===== src/rtl/pgc_pkg.sv =====
package pgc_pkg;
    typedef enum logic [1:0] {
        ST_COLLECT = 2'd0,
        ST_PROGRAM = 2'd1,
        ST_SETTLE  = 2'd2
    } pgc_state_t;
endpackage


===== src/rtl/pgc_addr_ctr.sv =====
module pgc_addr_ctr #(
    parameter int ADDR_W = 12,
    parameter int OFS_W  = 5
) (
    input  logic              clk,
    input  logic              rst_n,
    input  logic              load,
    input  logic [ADDR_W-1:0] load_val,
    input  logic              inc_slot,
    input  logic              inc_full,
    output logic [ADDR_W-1:0] cur
);
    always_ff @(posedge clk) begin
        if (!rst_n) begin
            cur <= '0;
        end else if (load) begin
            cur <= load_val;
        end else if (inc_slot) begin
            cur[OFS_W-1:0] <= cur[OFS_W-1:0] + 1'b1;
        end else if (inc_full) begin
            cur <= cur + 1'b1;
        end
    end
endmodule


===== src/rtl/pgc_page_buf.sv =====
module pgc_page_buf #(
    parameter int SLOTS  = 32,
    parameter int DATA_W = 8,
    localparam int OFS_W = $clog2(SLOTS)
) (
    input  logic              clk,
    input  logic              rst_n,
    input  logic              wr_en,
    input  logic [OFS_W-1:0]  wr_slot,
    input  logic [DATA_W-1:0] wr_data,
    input  logic              clr,
    input  logic [OFS_W-1:0]  rd_slot,
    output logic [DATA_W-1:0] rd_data,
    output logic              rd_valid,
    output logic              any_valid
);
    logic [DATA_W-1:0] slot_q [SLOTS];
    logic [SLOTS-1:0]  mask_q;

    always_ff @(posedge clk) begin
        if (wr_en) begin
            slot_q[wr_slot] <= wr_data;
        end
    end

    always_ff @(posedge clk) begin
        if (!rst_n || clr) begin
            mask_q <= '0;
        end else if (wr_en) begin
            mask_q[wr_slot] <= 1'b1;
        end
    end

    assign rd_data   = slot_q[rd_slot];
    assign rd_valid  = mask_q[rd_slot];
    assign any_valid = |mask_q;
endmodule


===== src/rtl/pgc_commit_fsm.sv =====
module pgc_commit_fsm
    import pgc_pkg::*;
#(
    parameter int SLOTS     = 32,
    parameter int WR_CYCLES = 1250000,
    localparam int OFS_W    = $clog2(SLOTS),
    localparam int CYC_W    = (WR_CYCLES > 1) ? $clog2(WR_CYCLES) : 1
) (
    input  logic             clk,
    input  logic             rst_n,
    input  logic             go,
    input  logic             wp,
    output logic             busy,
    output logic             prog_active,
    output logic             prog_last,
    output logic [OFS_W-1:0] slot_idx,
    output logic             wp_lat
);
    pgc_state_t state, state_nxt;
    logic [CYC_W-1:0] timer;
    logic             timer_done;

    assign timer_done = (timer == CYC_W'(WR_CYCLES - 1));

    always_ff @(posedge clk) begin
        if (!rst_n) begin
            state <= ST_COLLECT;
        end else begin
            state <= state_nxt;
        end
    end

    always_ff @(posedge clk) begin
        if (!rst_n) begin
            slot_idx <= '0;
            timer    <= '0;
            wp_lat   <= 1'b0;
        end else begin
            slot_idx <= (state == ST_PROGRAM) ? slot_idx + 1'b1 : '0;
            timer    <= (state == ST_SETTLE) ? timer + 1'b1 : '0;
            if (state == ST_COLLECT && go) begin
                wp_lat <= wp;
            end
        end
    end

    always_comb begin
        state_nxt = state;
        unique case (state)
            ST_COLLECT: if (go)         state_nxt = ST_PROGRAM;
            ST_PROGRAM: if (prog_last)  state_nxt = ST_SETTLE;
            ST_SETTLE:  if (timer_done) state_nxt = ST_COLLECT;
            default:                    state_nxt = ST_COLLECT;
        endcase
    end

    always_comb begin
        busy        = (state != ST_COLLECT);
        prog_active = (state == ST_PROGRAM);
        prog_last   = prog_active && (slot_idx == OFS_W'(SLOTS - 1));
    end
endmodule


===== src/rtl/page_commit.sv =====
module page_commit #(
    parameter int ADDR_W     = 12,
    parameter int DATA_W     = 8,
    parameter int PAGE_BYTES = 32,
    parameter int WR_CYCLES  = 1250000
) (
    input  logic              clk,
    input  logic              rst_n,
    input  logic              byte_stb,
    input  logic [DATA_W-1:0] byte_data,
    input  logic              addr_load,
    input  logic [ADDR_W-1:0] addr_in,
    input  logic              stop,
    input  logic              wp,
    input  logic              rd_inc,
    output logic              busy,
    output logic [ADDR_W-1:0] cur_addr,
    output logic              mem_we,
    output logic [ADDR_W-1:0] mem_addr,
    output logic [DATA_W-1:0] mem_wdata
);
    localparam int OFS_W = $clog2(PAGE_BYTES);

    logic             accept, stop_ok, load_ok, byte_ok, rinc_ok;
    logic             pend_any, slot_valid, prog_active, prog_last, wp_lat;
    logic             top_quarter;
    logic [OFS_W-1:0] slot_idx;

    assign accept  = !busy;
    assign stop_ok = accept && stop;
    assign load_ok = accept && !stop && addr_load;
    assign byte_ok = accept && !stop && !addr_load && byte_stb;
    assign rinc_ok = accept && !stop && !addr_load && !byte_stb && rd_inc;

    pgc_addr_ctr #(.ADDR_W(ADDR_W), .OFS_W(OFS_W)) u_ctr (
        .clk      (clk),
        .rst_n    (rst_n),
        .load     (load_ok),
        .load_val (addr_in),
        .inc_slot (byte_ok),
        .inc_full (rinc_ok),
        .cur      (cur_addr)
    );

    pgc_page_buf #(.SLOTS(PAGE_BYTES), .DATA_W(DATA_W)) u_buf (
        .clk       (clk),
        .rst_n     (rst_n),
        .wr_en     (byte_ok),
        .wr_slot   (cur_addr[OFS_W-1:0]),
        .wr_data   (byte_data),
        .clr       (load_ok || prog_last),
        .rd_slot   (slot_idx),
        .rd_data   (mem_wdata),
        .rd_valid  (slot_valid),
        .any_valid (pend_any)
    );

    pgc_commit_fsm #(.SLOTS(PAGE_BYTES), .WR_CYCLES(WR_CYCLES)) u_fsm (
        .clk         (clk),
        .rst_n       (rst_n),
        .go          (stop_ok && pend_any),
        .wp          (wp),
        .busy        (busy),
        .prog_active (prog_active),
        .prog_last   (prog_last),
        .slot_idx    (slot_idx),
        .wp_lat      (wp_lat)
    );

    // The counter is frozen while busy, so its page field names the page being committed.
    assign top_quarter = (cur_addr[ADDR_W-1 -: 2] == 2'b11);
    assign mem_addr    = {cur_addr[ADDR_W-1:OFS_W], slot_idx};
    assign mem_we      = prog_active && slot_valid && !(wp_lat && top_quarter);
endmodule


===== config.mk =====
export PLATFORM = sky130hd
export DESIGN_NAME = page_commit
export DESIGN_NICKNAME = d
export VERILOG_FILES = /design/src/rtl/pgc_pkg.sv /design/src/rtl/pgc_addr_ctr.sv /design/src/rtl/pgc_page_buf.sv /design/src/rtl/pgc_commit_fsm.sv /design/src/rtl/page_commit.sv
export SDC_FILE = /design/constraint.sdc
export NUM_CORES = 1
export LEC_CHECK = 0
export ABC_AREA = 0
export CORE_MARGIN = 2
export CORE_UTILIZATION = 35
export DETAILED_ROUTE_END_ITERATION = 12
export PLACE_DENSITY = 0.49
export SLEW_MARGIN = 25
export SYNTH_ARGS = -nofsm -noshare
export SYNTH_HDL_FRONTEND = slang
export SYNTH_SLANG_ARGS = --single-unit

===== constraint.sdc =====
create_clock -name clk -period 3.15 [get_ports clk]
set_input_delay 0.4725 -clock clk [delete_from_list [all_inputs] [get_ports clk]]
set_output_delay 0.4725 -clock clk [all_outputs]
set_load 0.01 [all_outputs]

# [Word level (Yosys, flattened, before mapping)]
# Memory sizes are Yosys's and may differ from the RTL's. A register that Yosys moved wholly into a read port is not among the register bits.
# Cells that the tools add are included.
[word_totals] register_bits=73 latchBits=0 ram_bits=256 romBits=0 input_bits=27 out_inout_bits=34 mem_count=1
[classes] addsub=4 multipliers=0 n_div=0 order_cmp=3 eq_ne=9 shift=0 n_mux=15 n_bitwise=1 n_reduce_logical=31
[memory_table] name="u_buf.slot_q" words=32 width=8 read_ports=1 rd_clocked_by_memory_dff=1 wr=1 line="pgc_page_buf.sv:17" source="logic [DATA_W-1:0] slot_q [SLOTS];"
[ops] op="32-bit bitwise OR" n=1
[ops] op="32-bit OR reduction" n=1
[ops] op="12-bit 2-to-1 mux" n=2
[ops] op="21-bit by 1-bit adder with 21-bit output, second input constant" n=1
[ops] op="21-bit == test, second input constant" n=1
[ops] op="1-bit logical AND" n=14
[ops] op="12-bit by 1-bit adder with 12-bit output, second input constant" n=1
[ops] op="5-bit by 6-bit < comparator with 1-bit output, second input constant" n=2
[ops] op="5-bit by 1-bit adder with 5-bit output, second input constant" n=2
[ops] op="5-bit 2-to-1 mux" n=2
[ops] op="7-bit 2-to-1 mux" n=1
[ops] op="1-bit zero test" n=6
[ops] op="2-bit 2-to-1 mux" n=3
[ops] op="2-bit by 1-bit != test with 1-bit output, second input constant" n=3
[ops] op="2-bit one-hot mux with 3 select lines" n=1
[ops] op="2-bit AND reduction" n=3
[ops] op="1-bit binary-select mux with 5-bit select" n=1
[ops] op="1-bit demux with 5-bit select" n=1
[ops] op="5-bit == test, second input constant" n=1
[ops] op="5-bit by 1-bit greater-or-equal comparator with 1-bit output, second input constant" n=1
[ops] op="2-bit == test, second input constant" n=2
[ops] op="1-bit 2-to-1 mux" n=4
[ops] op="2-bit nonzero test" n=2
[ops] op="3-bit AND reduction" n=1
[ops] op="5 further kinds" n=6

# [Logic depth before layout (Yosys ltp)]
[logic_depth] word_depth=9 mapped_depth=9 mapped_depth_nobuf=6

# [Cells and area by module]
# Synthesis repeated with hierarchy kept, for this count alone.
[hier_totals] cells_unflattened=734 hier_area_um2=13148.9
[modules_own_cells] module="pgc_page_buf" n_inst=1 cells_per_inst=501 area_each_um2=11109.4 seq_area_each_um2=8328.0
[modules_own_cells] module="pgc_commit_fsm" n_inst=1 cells_per_inst=144 area_each_um2=1282.5 seq_area_each_um2=580.6
[modules_own_cells] module="pgc_addr_ctr" n_inst=1 cells_per_inst=74 area_each_um2=644.4 seq_area_each_um2=240.2
[modules_own_cells] module="page_commit" n_inst=1 cells_per_inst=15 area_each_um2=112.6 seq_area_each_um2=0.0

# [Least setup slack after synthesis]
# No wires, ideal clock.
[synth_timing] path_type="register to output" from="reg u_fsm.slot_idx[1] (netlist name)" to="out mem_wdata[0]" arrival_time_ns=2.072 required_ns=2.677 path_slack_ns=0.606 path_stages_with_launch=6 path_cell_list="dfxtp_1 -> buf_2 -> buf_1 -> mux4_2 -> mux4_2 -> mux2_2"
[synth_lines] element="to (decl)" line="page_commit.sv:20" source="output logic [DATA_W-1:0] mem_wdata"

==> key figures <==
Global route
  • Global-route wire length before repair: a little under 50,000 µm
  • Largest net degree at the start of global routing: 33
  • GRT Total Usage: 0.169
  • Initial antenna violation count: 0
  • GRT overflow: 0
  • Number of global-route vias before repair: ~8,000

Clock network
  • Root buffer cell: clkbuf_16
  • CTS tree: done
  • H-Tree Level Count: 2
  • Clk_lat worst skew: around 0.52 ns
  • Clock sinks: 329
  • Num CTS Buffers: 37
  • CTS clk-pin slew, worst paths: 0.06 ns
  • Clock tree buffer depth: 3

Floorplan
  • Die area: approximately 39,000 µm²
  • Die width: 198 µm
  • Standard-cell rows: 71
  • IO Count: 61
  • Core area: 37,400 µm²
  • Starting Density: 0.353
  • Chip Height: just under 200 µm

Final layout
  • Post-Layout Inst Area: 16,200 µm²
  • Layout Nets: between 900 and 1,000
  • Fin util: 0.433
  • Share of cells above drive strength 1: 0.264
  • Most common cell after layout, fill and taps aside: edfxtp_1
  • Filler instances: 3,310
  • Syn-to-layout area delta: 22.5%
  • ANT cells: 0
  • Commonest non-fill, non-tap cells in the layout: edfxtp_1, mux4_2, nor2_1

Yosys
  • Mapped Nets: ~800
  • Proportion of synthesized chip area in sequential cells: 0.692
  • #FFs+latches synth: about 330
  • Avg Cell Area, Syn: approximately 17 µm²
  • Post-Syn Area: 13,200 µm²
  • Post-Syn Instances: 770
  • Yosys warnings: 0
  • Primary FF master, synth: edfxtp_1
  • Number of synthesized flops with an enable pin: ~260
  • Synth cell types: just under 50
  • Synth async-reset ratio: 0

Timing
  • Worst clock skew: approximately 0.016 ns
  • Hold_ws: about 0.44 ns
  • Fmax: roughly 0.31 GHz
  • Final Hold Viols: 0
  • Measured slew at the worst slew-check pin: about 0.64 ns
  • Period Utilization, post-route: 1.01
  • RSZ-0062 raised after global routing: yes
  • Max-slew headroom: 0.569
  • Setup slack after layout: -0.0461 ns
  • Fin. max-slew vios: 0
  • Post-layout min period: approximately 3.2 ns
  • Final Setup Violations: 5

Placement
  • Post-Place Setup Slack: 0.162 ns
  • RePlAce Congestion: between 0.8 and 0.9
  • DP Area: 14,800 µm²
  • Port bufs: 60
  • DP HPWL: around 20,000 µm

Critical path
  • CP Buf/Inv Count: 4
  • Max incr delay on CP: roughly 0.50 ns
  • Crit path capture type: output pin
  • Critical Path, Cell by Cell: buf_6 > buf_6 > buf_16 > mux4_2 > mux4_2 > mux2_2 > buf_6
  • WS Path Type: reg2out
  • CP startpoint kind: register
  • Worst setup path start: u_fsm.slot_idx[0]
  • Worst Path Max Fanout: 6
  • Crit path to: mem_wdata[3]
  • Most frequent CP cell: buf_6
  • R2R Setup Slk: around 0.87 ns
  • Req. time, crit path: between 2 and 3 ns
  • Crit path depth: 7
  • Worst path top cell family by delay: multiplexers
  • FF-to-FF End: u_buf.mask_q[20]
  • RR Startpoint: u_fsm.slot_idx[0]
  • Reg2reg path depth: 8
  • Critical path arrival: around 2.7 ns
  • Crit-path slowest cell: mux4_2

Pwr
  • Int Power: 7.14 mW
  • Leak Pwr: about 5.2 nW
  • Sw frac: 0.205
  • Sw power: about 1.8 mW
  • Total power: ~9.0 mW
  • Seq pwr share: 0.524
  • Comb power frac: 0.036
  • Pwr Density: approximately 560 nW/µm²
  • Peak supply drop: around 330 µV
  • Clock Power Share: 0.439

Outcome
  • Outcome: finished with violations
  • Failing checks: negative setup slack

Drt
  • ANT nets after route: 0
  • Via/cell ratio: 5.14
  • DRT iter0 DRCs: roughly 460
  • Via count: 7,421
  • WL per Instance: roughly 22 µm
  • Drt pass-1 iters: 6
  • DRC: 0
  • Total wire length: ~32,000 µm

Worst hold path
  • Hold Crit Class: reg2reg

Job
  • Max_cap viols: 0
[worst min-delay path by stage]
stage              startpoint             end  cells past startpoint
3_5_place_dp   u_fsm.timer[0]  u_fsm.timer[0]                      1
6_report       u_fsm.timer[0]  u_fsm.timer[0]                      1
5_1_grt        u_fsm.timer[0]  u_fsm.timer[0]                      1
4_1_cts        u_fsm.timer[0]  u_fsm.timer[0]                      1
2_1_floorplan  u_fsm.timer[0]  u_fsm.timer[0]                      1
3_3_place_gp   u_fsm.timer[0]  u_fsm.timer[0]                      1
[synth_stat cells, types with 3 or more instances]
library cell | count | share of area
dfxtp_1 | 73 | 0.11
mux2_2 | 9 | 0.0077
xnor2_1 | 13 | 0.0086
buf_2 | 4 | 0.0015
nand4_1 | 7 | 0.0033
a211oi_1 | 5 | 0.0028
nor3_1 | 13 | 0.0049
edfxtp_1 | 256 | 0.58
mux4_2 | 87 | 0.15
nor2_1 | 71 | 0.020
o21a_1 | 33 | 0.019
clkbuf_1 | 19 | 0.0054
buf_4 | 13 | 0.0074
o211ai_1 | 4 | 0.0023
o21ai_0 | 12 | 0.0045
or3_1 | 3 | 0.0014
mux2i_1 | 6 | 0.0045
inv_1 | 8 | 0.0023
a21oi_1 | 10 | 0.0038
nand2_1 | 31 | 0.0088
nor4b_1 | 3 | 0.0020
nor4_1 | 9 | 0.0043
nand3_1 | 13 | 0.0049
xor2_1 | 7 | 0.0046
nand3b_1 | 5 | 0.0028
ha_1 | 7 | 0.0066
buf_1 | 7 | 0.0020
and3_1 | 13 | 0.0062
[layer usage]
layer | part of all wire | global-route usage | wire (µm) | vias up
met5 | 0 | 0 | 0 | -
met4 | 0.025 | 0.0540 | 823 | 0
met3 | 0.044 | 0.0293 | 1420 | 60
met2 | 0.48 | 0.280 | 15700 | 176
met1 | 0.45 | 0.226 | 14500 | 3853
li1 | - | - | - | 3332
[final cells by class]
type | instances | area [µm²] | share of cell area
inverter | 8 | 30.0 | 0.00185
clock buffer | 54 | 1000 | 0.0617
multi-input combinational | 389 | 3850 | 0.238
timing repair buffer | 142 | 1420 | 0.0874
clock inverter | 12 | 103 | 0.00634
tap | 511 | 639 | 0.0395
sequential | 329 | 9160 | 0.566
[sequential cells by signal, indices dropped and copies added (netlist names)]
name / count
u_fsm.slot_idx: 5
u_fsm.state: 2
u_fsm.wp_lat: 1
u_buf.mask_q: 32
u_buf.slot_q: 256
u_ctr.cur: 12
u_fsm.timer: 21
[logic make-up after synthesis]
family                     share of synthesized area
AOI/OAI and AO/OA                             0.0409
buffers and inverters                         0.0194
DFF                                            0.692
xor gates and xnor gates                      0.0133
adders and majority gates                    0.00663
and+or+nand+nor                               0.0669
muxes                                          0.160
[power groups by stage]
| stage | clock network [mW] | logic, mW | registers [mW] |
|---|---|---|---|
| floorplan | 0 | 0.145 | 4.80 |
| global placement | 0 | 0.301 | 4.80 |
| detailed placement | 0 | 0.309 | 4.81 |
| CTS | 4.04 | 0.334 | 4.71 |
| global route | 4.20 | 0.355 | 4.71 |
| finish | 3.95 | 0.325 | 4.71 |
[repair_timing]
action / in CTS / in global routing
hold buffers: 0 / 0
endpoints found under the setup margin: 9 / 8
setup buffers: 22 / 0
cloned: 4 / 0
resized for setup: 59 / 0
[per-stage QoR]
| step | TNS [ns] | std cells |
|---|---|---|
| finish | -0.161 | 1445 |
| global route | -0.663 | 1445 |
| CTS | -0.347 | 1446 |
| detailed placement | 0 | 1354 |
| global placement | 0 | 1354 |
| floorplan | 0 | 770 |
(Power assumes the default switching activity.)
